[src/rtl/usb_rcd_pkg.sv]
package usb_rcd_pkg;
  typedef enum logic [1:0] {
    LS_SE0 = 2'd0,
    LS_J   = 2'd1,
    LS_K   = 2'd2,
    LS_BAD = 2'd3
  } line_e;

  typedef enum logic [2:0] {
    ST_IDLE,
    ST_FS_RST,
    ST_DECIDE,
    ST_CHIRP,
    ST_HOST_WAIT,
    ST_SUSP
  } rcd_state_e;

  // ceil(khz * ns / 1e6)
  function automatic int unsigned ns_to_cyc(input longint unsigned khz,
                                            input longint unsigned ns);
    longint unsigned c;
    c = (khz * ns + 64'd999_999) / 64'd1_000_000;
    return c[31:0];
  endfunction
endpackage

[src/rtl/rcd_run_cnt.sv]
module rcd_run_cnt #(
  parameter int unsigned W = 8
) (
  input  logic         clk_i,
  input  logic         rst_ni,
  input  logic         hit_i,
  output logic [W-1:0] cnt_o
);
  always_ff @(posedge clk_i or negedge rst_ni) begin
    if (!rst_ni)           cnt_o <= '0;
    else if (!hit_i)       cnt_o <= '0;
    else if (cnt_o != '1)  cnt_o <= cnt_o + 1'b1;
  end
endmodule

[src/rtl/rcd_chirp_match.sv]
module rcd_chirp_match
  import usb_rcd_pkg::*;
#(
  parameter int unsigned EL_CYC = 125,
  parameter int unsigned ELEMS  = 6
) (
  input  logic       clk_i,
  input  logic       rst_ni,
  input  logic       en_i,
  input  logic [1:0] line_i,
  output logic       match_o
);
  localparam int unsigned RW = $clog2(EL_CYC + 1);
  localparam int unsigned CW = $clog2(ELEMS + 1);

  logic [RW-1:0] run_q;
  logic [CW-1:0] cnt_q;
  line_e         want, prev;

  assign want    = cnt_q[0] ? LS_J : LS_K;
  assign prev    = cnt_q[0] ? LS_K : LS_J;
  assign match_o = (cnt_q == CW'(ELEMS));

  always_ff @(posedge clk_i or negedge rst_ni) begin
    if (!rst_ni) begin
      run_q <= '0;
      cnt_q <= '0;
    end else if (!en_i) begin
      run_q <= '0;
      cnt_q <= '0;
    end else if (!match_o) begin
      if (line_i == want) begin
        if (run_q == RW'(EL_CYC - 1)) begin
          run_q <= '0;
          cnt_q <= cnt_q + 1'b1;
        end else begin
          run_q <= run_q + 1'b1;
        end
      end else if (cnt_q != '0 && line_i == prev && run_q == '0) begin
        run_q <= '0; // tail of the element already accepted
      end else begin
        cnt_q <= '0;
        run_q <= (line_i == LS_K) ? RW'(1) : '0;
      end
    end
  end
endmodule

[src/rtl/usb_rst_chirp_det.sv]
module usb_rst_chirp_det
  import usb_rcd_pkg::*;
#(
  parameter int unsigned CLK_KHZ      = 50_000,
  parameter int unsigned FS_SE0_NS    = 2_500,
  parameter int unsigned HS_SE0_NS    = 3_000_000,
  parameter int unsigned CHIRP_NS     = 1_500_000,
  parameter int unsigned HOST_WAIT_NS = 2_000_000,
  parameter int unsigned CHIRP_EL_NS  = 2_500
) (
  input  logic       clk_i,
  input  logic       rst_ni,
  input  logic       hs_mode_i,
  input  logic [1:0] line_i,
  output logic       bus_rst_o,
  output logic       chirp_k_o,
  output logic       hs_grant_o,
  output logic       dflt_pulse_o
);
  localparam longint unsigned KHZ = longint'(CLK_KHZ);
  localparam int unsigned FS_CYC    = ns_to_cyc(KHZ, longint'(FS_SE0_NS));
  localparam int unsigned HS_CYC    = ns_to_cyc(KHZ, longint'(HS_SE0_NS));
  localparam int unsigned CHIRP_CYC = ns_to_cyc(KHZ, longint'(CHIRP_NS));
  localparam int unsigned WAIT_CYC  = ns_to_cyc(KHZ, longint'(HOST_WAIT_NS));
  localparam int unsigned EL_CYC    = ns_to_cyc(KHZ, longint'(CHIRP_EL_NS));
  localparam int unsigned SE0_MAX   = (HS_CYC > FS_CYC) ? HS_CYC : FS_CYC;
  localparam int unsigned TMR_MAX   = (CHIRP_CYC > WAIT_CYC) ? CHIRP_CYC : WAIT_CYC;
  localparam int unsigned SW = $clog2(SE0_MAX + 1);
  localparam int unsigned TW = $clog2(TMR_MAX + EL_CYC + 1);

  rcd_state_e    state_q, state_d;
  logic [SW-1:0] se0_cnt;
  logic [TW-1:0] tmr;
  logic          is_se0, se0_fs, se0_hs, match, confirm, grant_set;

  assign is_se0 = (line_i == LS_SE0);
  // qualify with the current sample so the flag follows the Nth SE0 edge
  assign se0_fs = is_se0 && (se0_cnt >= SW'(FS_CYC - 1));
  assign se0_hs = is_se0 && (se0_cnt >= SW'(HS_CYC - 1));

  rcd_run_cnt #(.W(SW)) u_se0 (
    .clk_i (clk_i), .rst_ni(rst_ni), .hit_i(is_se0), .cnt_o(se0_cnt)
  );

  rcd_run_cnt #(.W(TW)) u_tmr (
    .clk_i (clk_i), .rst_ni(rst_ni), .hit_i(state_d == state_q), .cnt_o(tmr)
  );

  rcd_chirp_match #(.EL_CYC(EL_CYC), .ELEMS(6)) u_match (
    .clk_i  (clk_i),
    .rst_ni (rst_ni),
    .en_i   (state_q == ST_HOST_WAIT),
    .line_i (line_i),
    .match_o(match)
  );

  always_comb begin
    state_d   = state_q;
    confirm   = 1'b0;
    grant_set = 1'b0;
    unique case (state_q)
      ST_IDLE: begin
        if (hs_mode_i) begin
          if (se0_hs) state_d = ST_DECIDE;
        end else if (se0_fs) begin
          state_d = ST_FS_RST;
          confirm = 1'b1;
        end
      end
      ST_FS_RST:
        if (!is_se0) state_d = ST_IDLE;
      ST_DECIDE:
        if (tmr == TW'(EL_CYC - 1)) begin
          if (is_se0) begin
            state_d = ST_CHIRP;
            confirm = 1'b1;
          end else if (line_i == LS_J) begin
            state_d = ST_SUSP;
          end else begin
            state_d = ST_IDLE;
          end
        end
      ST_CHIRP:
        if (tmr == TW'(CHIRP_CYC - 1)) state_d = ST_HOST_WAIT;
      ST_HOST_WAIT: begin
        if (match) begin
          state_d   = ST_IDLE;
          grant_set = 1'b1;
        end else if (tmr == TW'(WAIT_CYC - 1)) begin
          state_d = ST_IDLE;
        end
      end
      ST_SUSP:
        if (line_i != LS_J) state_d = ST_IDLE;
      default: state_d = ST_IDLE;
    endcase
  end

  always_ff @(posedge clk_i or negedge rst_ni) begin
    if (!rst_ni) begin
      state_q      <= ST_IDLE;
      dflt_pulse_o <= 1'b0;
      hs_grant_o   <= 1'b0;
    end else begin
      state_q      <= state_d;
      dflt_pulse_o <= confirm;
      if (confirm)        hs_grant_o <= 1'b0;
      else if (grant_set) hs_grant_o <= 1'b1;
    end
  end

  assign bus_rst_o = (state_q == ST_FS_RST) || (state_q == ST_CHIRP) ||
                     (state_q == ST_HOST_WAIT);
  assign chirp_k_o = (state_q == ST_CHIRP);
endmodule

[config.mk]
export PLATFORM = sky130hd
export DESIGN_NAME = usb_rst_chirp_det
export DESIGN_NICKNAME = d
export VERILOG_FILES = /design/src/rtl/usb_rcd_pkg.sv /design/src/rtl/rcd_run_cnt.sv /design/src/rtl/rcd_chirp_match.sv /design/src/rtl/usb_rst_chirp_det.sv
export SDC_FILE = /design/constraint.sdc
export NUM_CORES = 1
export LEC_CHECK = 0
export BUFFER_PORTS_ARGS = -buffer_cell sky130_fd_sc_hd__buf_2
export CAP_MARGIN = 20
export CORE_UTILIZATION = 57
export DETAILED_ROUTE_END_ITERATION = 16
export GPL_ROUTABILITY_DRIVEN = 0
export GPL_TIMING_DRIVEN = 0
export PLACE_DENSITY = 0.74
export REMOVE_ABC_BUFFERS = 1
export SLEW_MARGIN = 30
export SYNTH_ARGS = -nofsm -noshare
export SYNTH_HDL_FRONTEND = slang
export SYNTH_SLANG_ARGS = --single-unit
export TNS_END_PERCENT = 100
[constraint.sdc]
create_clock -name clk_i -period 3.55 [get_ports clk_i]
set_clock_uncertainty 0.05 [all_clocks]
set_input_delay 0.1775 -clock clk_i [delete_from_list [all_inputs] [get_ports clk_i]]
set_output_delay 0.1775 -clock clk_i [all_outputs]
set_load 0.03 [all_outputs]
## Word level (Yosys, flattened, before mapping)

Index checks and enable logic that the tools add are counted.

- Flip-flop bits (word level): 50
- Input port bits: 5
- Output and inout bits: 4

- Add/subtract/negate cells: 4
- $lt $le $gt $ge: 2
- Eq/ne operators: 23
- Muxes and demuxes: 38
- Reductions and logical operators: 12

Operator list:

| kind | count |
|---|---|
| $mux W3 | 16 |
| $mux W18 | 2 |
| $mux W7 | 5 |
| $eq A17 B17 Y1 const B | 2 |
| $mux W17 | 2 |
| $add A18 B1 Y18 const B | 1 |
| $ge A18 B18 Y1 const B | 1 |
| $ge A18 B7 Y1 const B | 1 |
| $ne A18 B18 Y1 const B | 1 |
| $pmux W3 S6 | 1 |
| $add A17 B1 Y17 const B | 1 |
| $eq A17 B7 Y1 const B | 1 |
| $ne A17 B17 Y1 const B | 1 |
| $eq A3 B3 Y1 const B | 3 |
| $mux W1 | 9 |
| $add A7 B1 Y7 const B | 1 |
| $eq A7 B7 Y1 const B | 1 |
| $logic_not A7 Y1 | 1 |
| $eq A3 B2 Y1 const B | 2 |
| $ne A3 B3 Y1 const B | 2 |
| $eq A2 B2 Y1 | 2 |
| $logic_and A1 B1 Y1 | 4 |
| $mux W2 | 2 |
| $ne A2 B1 Y1 const B | 2 |
| 13 further kinds | 15 |

## Longest topological paths before layout

Gate-level depths: netlist of the first run.

- Depth in word-level cells: 8
- Depth in mapped cells: 10
- Gate-level depth less buffers: 9

## Hierarchy

A second synthesis of the first run with hierarchy kept.

- Cell total of the unflattened synthesis: 329
- Area total of the unflattened synthesis: 3,145.5 um2

Modules (own cells, without submodules):

| module | instances | cells an instance | area an instance (um2) | seq. area each (um2) |
|---|---|---|---|---|
| rcd_run_cnt at u_se0 | 1 | 92 | 958.4 | 450.4 |
| rcd_run_cnt at u_tmr | 1 | 89 | 898.4 | 425.4 |
| rcd_chirp_match | 1 | 76 | 721.9 | 250.2 |
| usb_rst_chirp_det | 1 | 72 | 566.8 | 125.1 |

## Worst setup path after synthesis of the first run

Ideal clock, no wire load.

- Kind: flip-flop to flip-flop
- Start: register u_tmr.cnt_o[4]
- End: register u_tmr.cnt_o[15]
- Library setup time: 101 ps
- Data arrival time: 2,262 ps
- Required time: 3,399 ps
- Setup slack: 1,138 ps
- Stages on the path, launching flop included: 11
- Buffers on the path: 1
- Clock period less this slack: 2,412 ps
- Path through: dfrtp_1 -> nand4_1 -> or3_1 -> clkbuf_1 -> nor3_1 -> ha_1 -> and3b_1 -> nand3_1 -> nor3_1 -> xnor2_1 -> nor4_1

- Longest elaborated chain between the ends: 6
- Elaborated cells between the ends (all ways): 14
- Those cells by class: add/sub: 1; eq/ne: 6; mux: 7

Ends and longest elaborated chain:

| what | line | text |
|---|---|---|
| from (decl) | rcd_run_cnt.sv:7 | `output logic [W-1:0] cnt_o` |
| from (signal assigned) | rcd_run_cnt.sv:12 | `else if (cnt_o != '1) cnt_o <= cnt_o + 1'b1;` |
| $eq A17 B17 Y1 | usb_rst_chirp_det.sv:89 | `end else if (tmr == TW'(WAIT_CYC - 1)) begin` |
| $mux W3 | usb_rst_chirp_det.sv:89 |  |
| $mux W3 | usb_rst_chirp_det.sv:86 | `if (match) begin` |
| $pmux W3 S6 | usb_rst_chirp_det.sv:61 | `unique case (state_q)` |
| $eq A3 B3 Y1 | usb_rst_chirp_det.sv:46 | `.clk_i (clk_i), .rst_ni(rst_ni), .hit_i(state_d == state_q), .cnt_o(tmr)` |
| $ne A2 B2 Y1 (no line) / $mux W17 (equally long branches) | n/a |  |

Several ways; a longest one is shown, not always the timed one. The select of a mux whose other input is x is not followed.
A chain may end at the register's enable or synchronous reset.

## Worst setup path after layout of the first run

Same ends and word-level chain as after synthesis.

==> impl_metrics.csv, run 1 <==
group,metric,value,unit
outcome,status,"finished clean",
global_routing,grt_usage,23.4,%
logic_synthesis,synth_cell_types,52,
global_routing,grt_use_met1,30.7,%
timing,worst_pin_slew,827,ps
global_routing,grt_overflow_total,0,
critical_path,cp_max_fo,6,
critical_path,rr_endpoint,"u_tmr.cnt_o[15]$_DFFE_PN0P_",
timing,period_share,77.0,%
finish,drive_gt1_share,7.04,%
clock_network,cts_tree,"done",
timing,rsz0062_at_grt,"no",
clock_network,clock_path_buffers,2,
detailed_routing,viasPerCell,6.19,
critical_path,endpoint_kind,"flop",
logic_synthesis,ys_async_sr_fraction,100,%
placed_design,port_buffers,8,
timing,timing.setup.tns,0,ps
power_and_ir_drop,worst_ir_drop_vdd,219,uV
logic_synthesis,ys_seq_area_share,40.1,%
finish,final_area,3310,sq um
timing,slew-limit-headroom,44.7,%
detailed_routing,vias,2543,
placed_design,post-place-ws,841,ps
floorplan,dieArea,5770,sq um
clock_network,post_cts_resized,0,
logic_synthesis,syn_inst,337,
global_routing,antenna_found_initial,0,
floorplan,dieHeight,75.9,um
timing,setup_violations,0,
global_routing,grt_pass1_vias,2458,
critical_path,worstPathRequired,3700,ps
finish,fill_cells,432,
clock_network,cts.sinks,50,
finish,syn_to_final_growth,6.06,%
global_routing,globalRouteMet3Util,4.22,%
floorplan,start_util,60.3,%
global_routing,grt_pass1_wl,10900,um
critical_path,rrSetupSlack,820,ps
detailed_routing,drtAntennaViolNets,0,
floorplan,io-pin-count,9,
placed_design,placed_area,3180,sq um
logic_synthesis,yosys_warnings,0,
clock_network,clkTransAtPathRegs,90,ps
timing,period_needed,2730,ps
timing,setup_slack,817,ps
clock_network,insertion_delay,300,ps
power_and_ir_drop,leakage,1.35,nW
logic_synthesis,synth_edf_count,0,
detailed_routing,detail_route.wl_per_cell,15.0,um
timing,maxSlewViolCount,0,
placed_design,dp_hpwl,4390,um
critical_path,r2r_start,"u_tmr.cnt_o[4]$_DFFE_PN0P_",
critical_path,cp.arrival,2890,ps
logic_synthesis,syn_area,3120,sq um
finish,nets,356,
clock_network,cts-root-buf,"clkbuf_8",
critical_path,critPathKind,"flop to flop",
logic_synthesis,ys.flop_type,"dfrtp_1",
detailed_routing,drc,0,
finish,multi_input_area,1730,sq um
finish,regArea,1250,sq um
detailed_routing,drtIter0Drc,219,
global_routing,gr-max-usage-layer,"met2",
critical_path,r2r_cells,9,
detailed_routing,drt-total-wl,6180,um
timing,hold_slack,129,ps
flow_run,max_cap_viol_count,0,
hold_path,hold_end,"state_q[0]$_DFF_PN0_",
power_and_ir_drop,p_per_area,367,nW/um^2
hold_path,hp-start,"line_i[1]",
floorplan,row_count,26,
finish,diodes,0,
critical_path,start_kind,"flop",
power_and_ir_drop,power.total,0.00121,W
hold_path,hp-class,"primary input to flop",
clock_network,htree_levels,2,
logic_synthesis,synth_seq_cells,50,
global_routing,met2_usage,38.7,%
logic_synthesis,syn_avg_cell_area,9.25,sq um
global_routing,grt_max_degree,51,
clock_network,cts_buffers,5,
detailed_routing,firstDrtPassIters,4,
hold_path,hold_depth,2,
timing,fmax,366,MHz
timing,hold_violations,0,
floorplan,die-width,75.9,um
floorplan,coreArea,5170,sq um
[worst max-delay path by stage]
stage / start / to / slack (ps) / cells after the start
4_1_cts: u_tmr.cnt_o[4]$_DFFE_PN0P_ / u_tmr.cnt_o[15]$_DFFE_PN0P_ / 810 / 9
3_5_place_dp: u_tmr.cnt_o[4]$_DFFE_PN0P_ / u_tmr.cnt_o[15]$_DFFE_PN0P_ / 840 / 9
5_1_grt: u_tmr.cnt_o[4]$_DFFE_PN0P_ / u_tmr.cnt_o[15]$_DFFE_PN0P_ / 690 / 9
6_report: u_tmr.cnt_o[4]$_DFFE_PN0P_ / u_tmr.cnt_o[15]$_DFFE_PN0P_ / 820 / 9
3_3_place_gp: u_tmr.cnt_o[4]$_DFFE_PN0P_ / u_tmr.cnt_o[15]$_DFFE_PN0P_ / 930 / 9
2_1_floorplan: u_tmr.cnt_o[4]$_DFFE_PN0P_ / u_tmr.cnt_o[15]$_DFFE_PN0P_ / 1190 / 9
[through the flow]
stage / utilization, % / cells
after floorplan: - / 325
after global placement: 61.5 / 403
after detailed placement: 61.5 / 403
after CTS: 63.9 / 411
after global routing: 63.9 / 411
final: 63.9 / 411
[critical path: stages (launching register included)]
cell and delay [ps]:
dfrtp_1 440, nand4_1 200, or3_1 510, nor3_1 230, ha_1 300, and3b_1 240
nand3_1 180, nor3_1 90, xnor2_1 130, nor4_1 260
[cells in the final DEF (no fill, tap or decap), types with 2 or more instances in the layout]
master,count
nand3_1,16
ha_1,10
clkbuf_8,6
mux2_2,2
or3_1,4
inv_1,20
a221oi_4,2
o211ai_1,5
a31oi_1,5
or4_1,4
o21ai_0,10
nor2_1,29
nand4b_1,2
mux2i_1,4
nor3b_1,4
a211oi_1,3
nor3_1,16
nand2b_1,6
and4_1,2
xnor2_1,15
a21o_1,4
o2111ai_1,3
a21oi_1,8
nor2b_1,3
xor2_1,17
nand2_1,21
dfrtp_1,50
o22ai_1,4
and3_1,10
or4bb_1,2
nand4_1,7
nor4_1,19
buf_2,7
[power breakdown]
group          internal (W)  total, W  switching [W]
logic             0.0000671  0.000172       0.000105
registers          0.000595  0.000630      0.0000351
clock network      0.000226  0.000412       0.000186
total              0.000888   0.00121       0.000326
[final cells by class]
| type | instances | share of cell area, % |
|---|---|---|
| clock buffers | 6 | 2.50 |
| clock inverters | 1 | 0.908 |
| inverters | 20 | 2.27 |
| multi-input cells | 255 | 52.2 |
| flip-flops and latches | 50 | 37.9 |
| well taps | 70 | 2.65 |
| repair buffers | 9 | 1.59 |
[synthesized netlist by cell type, drive strengths merged, types with 3 or more instances]
library cell	count	area, sq um
a211oi	3	22.5
a21o	4	30.0
a21oi	8	40.0
a31oi	6	43.8
and3	10	62.6
buf	3	30.0
clkbuf	9	33.8
dfrtp	50	1250
ha	10	125
inv	20	75.1
mux2i	4	40.0
nand2	21	78.8
nand2b	6	37.5
nand3	16	80.1
nand4	7	43.8
nor2	29	109
nor2b	3	18.8
nor3	16	80.1
nor3b	4	30.0
nor4	20	140
o2111ai	3	26.3
o211ai	5	37.5
o21ai	11	55.1
o22ai	4	25.0
or3	4	25.0
or4	5	41.3
xnor2	15	131
xor2	17	149
[flip-flops by register name (all words and copies together), names as in the netlist]
signal and flops:
hs_grant_o 1, u_se0.cnt_o 18, dflt_pulse_o 1, u_tmr.cnt_o 17, state_q 3, u_match.run_q 7
u_match.cnt_q 3
[cell families after synthesis]
| group | count (synthesis) | synth area share [%] |
|---|---|---|
| and+or+nand+nor | 154 | 27.6 |
| AOI/OAI and AO/OA | 53 | 12.8 |
| DFF | 50 | 40.1 |
| xor gates and xnor gates | 32 | 8.99 |
| buffers and inverters | 32 | 4.46 |
| adders and majority gates | 10 | 4.01 |
| muxes | 6 | 2.01 |
[metal layers]
metal,vias to the layer above,share of wire (%)
met5,-,0
met4,0,1.3
met3,9,4.3
met2,73,47
met1,1220,47
li1,1241,-
[timing repair]
item / 4_1_cts / 5_1_grt
hold buffers: 1 / 0
endpoints found under the hold margin: 50 / 0
setup buffers: 0 / 0
(Power assumes the default switching activity.)
==> run 2, diff against run 1 <==
==> constraint.sdc (replaced) <==
create_clock -name clk_i -period 2.8 [get_ports clk_i]
set_clock_uncertainty 0.05 [all_clocks]
set_input_delay 0.14 -clock clk_i [delete_from_list [all_inputs] [get_ports clk_i]]
set_output_delay 0.14 -clock clk_i [all_outputs]
set_load 0.03 [all_outputs]
==> impl_metrics.csv, run 2 (synthesis gave the netlist of run 1 again) <==
group,metric,value,unit
placed_design,dp_hpwl,4390,um
timing,period_share,94.1,%
global_routing,antenna_found_initial,0,
timing,maxSlewViolCount,0,
clock_network,cts_tree,"done",
clock_network,cts_buffers,5,
finish,nets,357,
critical_path,worstPathRequired,2960,ps
clock_network,cts-root-buf,"clkbuf_8",
timing,rsz0062_at_grt,"no",
clock_network,insertion_delay,300,ps
detailed_routing,drtIter0Drc,227,
power_and_ir_drop,p_per_area,462,nW/um^2
clock_network,cts.sinks,50,
detailed_routing,firstDrtPassIters,4,
global_routing,grt_usage,23.4,%
power_and_ir_drop,worst_ir_drop_vdd,280,uV
timing,timing.setup.tns,0,ps
flow_run,max_cap_viol_count,0,
floorplan,dieArea,5770,sq um
hold_path,hp-class,"primary input to flop",
global_routing,grt_overflow_total,0,
critical_path,crit_top_cell,"nor3_1",
critical_path,crit_path_cell_trace,"nand4_1 > or3_4 > nor3_1 > ha_2 > and3b_1 > nand3_1 > nor3_1 > xnor2_1 > nor4_1",
timing,setup_violations,0,
timing,slew-limit-headroom,45.5,%
timing,hold_violations,0,
detailed_routing,drc,0,
outcome,status,"finished clean",
detailed_routing,vias,2549,
clock_network,htree_levels,2,
finish,final_common_cell,"dfrtp_1",
floorplan,io-pin-count,9,
placed_design,port_buffers,8,
detailed_routing,detail_route.wl_per_cell,15.2,um
finish,largestRegisters,"u_se0.cnt_o x18, u_tmr.cnt_o x17, u_match.run_q x7",
detailed_routing,viasPerCell,6.19,
timing,period_needed,2640,ps
critical_path,endpoint_kind,"flop",
placed_design,post-place-ws,90.7,ps
finish,diodes,0,
finish,multi_input_area,1740,sq um
finish,top_register,"u_se0.cnt_o",
detailed_routing,drt-total-wl,6280,um
timing,setup_slack,165,ps
critical_path,critPathKind,"flop to flop",
critical_path,critPathMaxStageDelay,470,ps
floorplan,die-width,75.9,um
timing,worst_pin_slew,812,ps
global_routing,grt_max_degree,51,
finish,drive_gt1_share,7.89,%
global_routing,grt_pass1_wl,10900,um
global_routing,grt_pass1_vias,2458,
critical_path,cp_max_fo,6,
critical_path,crit_slowest_cell,"or3_4",
floorplan,row_count,26,
finish,regArea,1250,sq um
finish,final_cell_mix,"dfrtp_1 (50), nor2_1 (29), nand2_1 (21)",
timing,fmax,379,MHz
floorplan,coreArea,5170,sq um
floorplan,dieHeight,75.9,um
critical_path,start_kind,"flop",
floorplan,start_util,60.3,%
finish,fill_cells,423,
clock_network,clock_path_buffers,2,
clock_network,clkTransAtPathRegs,90,ps
detailed_routing,drtAntennaViolNets,0,
power_and_ir_drop,leakage,1.36,nW
critical_path,cp.arrival,2790,ps
finish,syn_to_final_growth,7.23,%
finish,largest_reg_flops,18,
-- run 2: cell count changes in the layout (fill, tap and decap cells not counted), sizes merged --
cell  previous run  this run
buf              8         9
-- run 2: final timing paths --
kind,from,to,slack (ps),cells after the start
setup / recovery,u_tmr.cnt_o[4]$_DFFE_PN0P_,u_tmr.cnt_o[15]$_DFFE_PN0P_,160,9
hold / removal,line_i[1],state_q[0]$_DFF_PN0_,90,2
setup reg to reg,u_tmr.cnt_o[4]$_DFFE_PN0P_,u_tmr.cnt_o[15]$_DFFE_PN0P_,160,9
hold reg to reg,hs_grant_o$_DFFE_PN0P_,hs_grant_o$_DFFE_PN0P_,450,2
max in group asynchronous,rst_ni,u_tmr.cnt_o[14]$_DFFE_PN0P_,1930,2
min in group asynchronous,rst_ni,u_match.cnt_q[2]$_DFFE_PN0P_,330,2
-- run 2: stage by stage --
step	cells	util [%]	hold WS [ps]	instance area [sq um]	power (W)
detailed placement	403	61.5	157	3180	0.00103
CTS	411	63.9	82.7	3310	0.00156
global route	412	64.6	109	3340	0.00162
finish	412	64.6	88.9	3340	0.00154
global placement	403	61.5	366	3180	0.00102
floorplan	325	-	-206	3050	0.000964
-- run 2: critical path: cells and delay by family (launching register included) --
family        cells  cell delay [ps]
simple gates      7             1650
flops             1              440
fa+ha+maj         1              280
xor+xnor          1              130
-- run 2: repair_timing --
item,4_1_cts,5_1_grt
endpoints found under the setup margin,0,14
hold endpoints to repair,50,0
buffers inserted,0,1
resized for setup,0,3
hold buffers,1,0
-- run 2: cell type report --
type / instances / area share (%)
clock buffers: 6 / 2.47
multi-input cells: 255 / 52.2
clock inverters: 1 / 0.899
well taps: 70 / 2.62
inverters: 20 / 2.25
repair buffers: 10 / 2.17
flip-flops and latches: 50 / 37.4
-- run 2: where the power goes --
part           leakage (nW)  switching, W  internal, W
sequential            0.687     0.0000439     0.000755
clock                0.0573      0.000237     0.000286
combinational         0.612      0.000135    0.0000865
total                  1.36      0.000416      0.00113
-- run 2: per-layer routing --
metal	part of all wire, %	GRT usage, %	up-vias
met2	49	38.7	65
li1	-	-	1238
met1	46	30.7	1236
met5	0	0	-
met3	4.4	4.22	10
met4	1.3	8.46	0
==> run 3, diff against run 2 <==
--- a/config.mk
+++ b/config.mk
@@ -11,6 +11,7 @@
 export DETAILED_ROUTE_END_ITERATION = 16
 export GPL_ROUTABILITY_DRIVEN = 0
 export GPL_TIMING_DRIVEN = 0
+export HOLD_SLACK_MARGIN = 0.15
 export PLACE_DENSITY = 0.74
 export REMOVE_ABC_BUFFERS = 1
 export SLEW_MARGIN = 30
==> impl_metrics.csv, run 3 (synthesis gave the netlist of run 1 again) <==
group,metric,value,unit
clock_network,clkTransAtPathRegs,90,ps
timing,maxSlewViolCount,0,
critical_path,endpoint_kind,"flop",
clock_network,clock_path_buffers,2,
outcome,status,"finished clean",
finish,final_common_cell,"dfrtp_1",
floorplan,coreArea,5170,sq um
timing,timing.setup.tns,0,ps
placed_design,port_buffers,8,
detailed_routing,drtIter0Drc,227,
global_routing,grt_pass1_vias,2458,
critical_path,worstPathRequired,2960,ps
detailed_routing,viasPerCell,6.25,
placed_design,placed_area,3180,sq um
power_and_ir_drop,p_int,0.00113,W
global_routing,grt_pass1_wl,10900,um
power_and_ir_drop,leakage,1.36,nW
power_and_ir_drop,power_frac_seq,51.7,%
critical_path,start_kind,"flop",
timing,hold_violations,0,
clock_network,cts_buffers,5,
critical_path,cp_max_fo,6,
clock_network,cts.sinks,50,
power_and_ir_drop,p_per_area,461,nW/um^2
timing,period_needed,2650,ps
global_routing,grt_overflow_total,0,
hold_path,hp-class,"primary input to flop",
clock_network,htree_levels,2,
detailed_routing,drc,0,
finish,final_cell_mix,"dfrtp_1 (50), nor2_1 (29), nand2_1 (21)",
floorplan,dieArea,5770,sq um
floorplan,dieHeight,75.9,um
global_routing,grt_usage,23.4,%
global_routing,antenna_found_initial,0,
timing,rsz0062_at_grt,"no",
timing,setup_violations,0,
power_and_ir_drop,switchingPower,0.000417,W
power_and_ir_drop,switching_share,27.0,%
finish,largest_reg_flops,18,
finish,top_register,"u_se0.cnt_o",
detailed_routing,drt-total-wl,6280,um
flow_run,max_cap_viol_count,0,
critical_path,r2r_cells,9,
finish,nets,358,
clock_network,cts_tree,"done",
finish,multi_input_area,1740,sq um
timing,worst_pin_slew,807,ps
finish,diodes,0,
critical_path,cp.arrival,2800,ps
finish,final_area,3350,sq um
floorplan,row_count,26,
timing,period_share,94.5,%
floorplan,io-pin-count,9,
detailed_routing,drtAntennaViolNets,0,
finish,largestRegisters,"u_se0.cnt_o x18, u_tmr.cnt_o x17, u_match.run_q x7",
floorplan,die-width,75.9,um
detailed_routing,firstDrtPassIters,5,
finish,fill_cells,422,
detailed_routing,detail_route.wl_per_cell,15.2,um
detailed_routing,vias,2581,
clock_network,insertion_delay,300,ps
finish,syn_to_final_growth,7.55,%
power_and_ir_drop,pwr-share-comb,14.4,%
power_and_ir_drop,worst_ir_drop_vdd,279,uV
timing,fmax,378,MHz
hold_path,hold_depth,3,
power_and_ir_drop,p_clk_share,33.8,%
finish,drive_gt1_share,7.87,%
floorplan,start_util,60.3,%
critical_path,critPathKind,"flop to flop",
clock_network,cts-root-buf,"clkbuf_8",
placed_design,dp_hpwl,4390,um
timing,slew-limit-headroom,45.8,%
finish,regArea,1250,sq um
global_routing,grt_max_degree,51,
[run 3: changes by cell type in the layout (fill, tap and decap cells not counted), sizes merged]
cell,previous run,this run
dlygate4sd3,1,2
[run 3: final timing paths]
check	start	to	slack, ps
setup reg to reg	u_tmr.cnt_o[4]$_DFFE_PN0P_	u_tmr.cnt_o[15]$_DFFE_PN0P_	150
hold reg to reg	hs_grant_o$_DFFE_PN0P_	hs_grant_o$_DFFE_PN0P_	450
hold / removal	hs_mode_i	state_q[0]$_DFF_PN0_	190
max in group asynchronous	rst_ni	u_tmr.cnt_o[14]$_DFFE_PN0P_	1920
setup / recovery	u_tmr.cnt_o[4]$_DFFE_PN0P_	u_tmr.cnt_o[15]$_DFFE_PN0P_	150
min in group asynchronous	rst_ni	u_match.cnt_q[2]$_DFFE_PN0P_	330
[run 3: worst max-delay path, cell delays in order (launching register included)]
cell and delay [ps]:
dfrtp_1 450, nand4_1 220, or3_4 460, nor3_1 210, ha_2 280, and3b_1 220
nand3_1 180, nor3_1 90, xnor2_1 130, nor4_1 260
[run 3: per-stage QoR]
step	hold slack, ps	worst slack [ps]	util (%)	cells	total power [W]
after floorplan	-206	436	-	325	0.000964
after global placement	366	182	61.5	403	0.00102
after detailed placement	157	90.7	61.5	403	0.00103
after CTS	198	62.7	64.1	412	0.00156
after global routing	224	22.3	64.8	413	0.00162
final	192	153	64.8	413	0.00154
[run 3: final cells by class]
type | count | area share, %
repair buffers | 11 | 2.46
multi-input cells | 255 | 52.0
well taps | 70 | 2.61
inverters | 20 | 2.24
clock buffers | 6 | 2.46
flip-flops and latches | 50 | 37.3
clock inverters | 1 | 0.896
[run 3: metal layers]
metal / vias to the layer above / wire length, um / share of wire (%) / global-route usage [%]
li1: 1243 / - / - / -
met1: 1254 / 2860 / 46 / 30.7
met2: 77 / 3040 / 48 / 38.7
met3: 7 / 310 / 4.9 / 4.22
met4: 0 / 73 / 1.2 / 8.46
met5: - / 0 / 0 / 0
[run 3: timing repair]
item                                   4_1_cts  5_1_grt
hold buffers                                 2        0
setup endpoints to repair                    0       14
resized for setup                            0        3
endpoints found under the hold margin       51        0
buffers inserted                             0        1
[run 3: power by group through the flow]
| stage | Clock [W] | Combinational (W) | Sequential, W |
|---|---|---|---|
| final | 0.000523 | 0.000222 | 0.000799 |
| after global routing | 0.000563 | 0.000254 | 0.000805 |
| after CTS | 0.000538 | 0.000223 | 0.000798 |
| after detailed placement | 0 | 0.000222 | 0.000811 |
| after global placement | 0 | 0.000212 | 0.000811 |
| after floorplan | 0 | 0.000157 | 0.000807 |
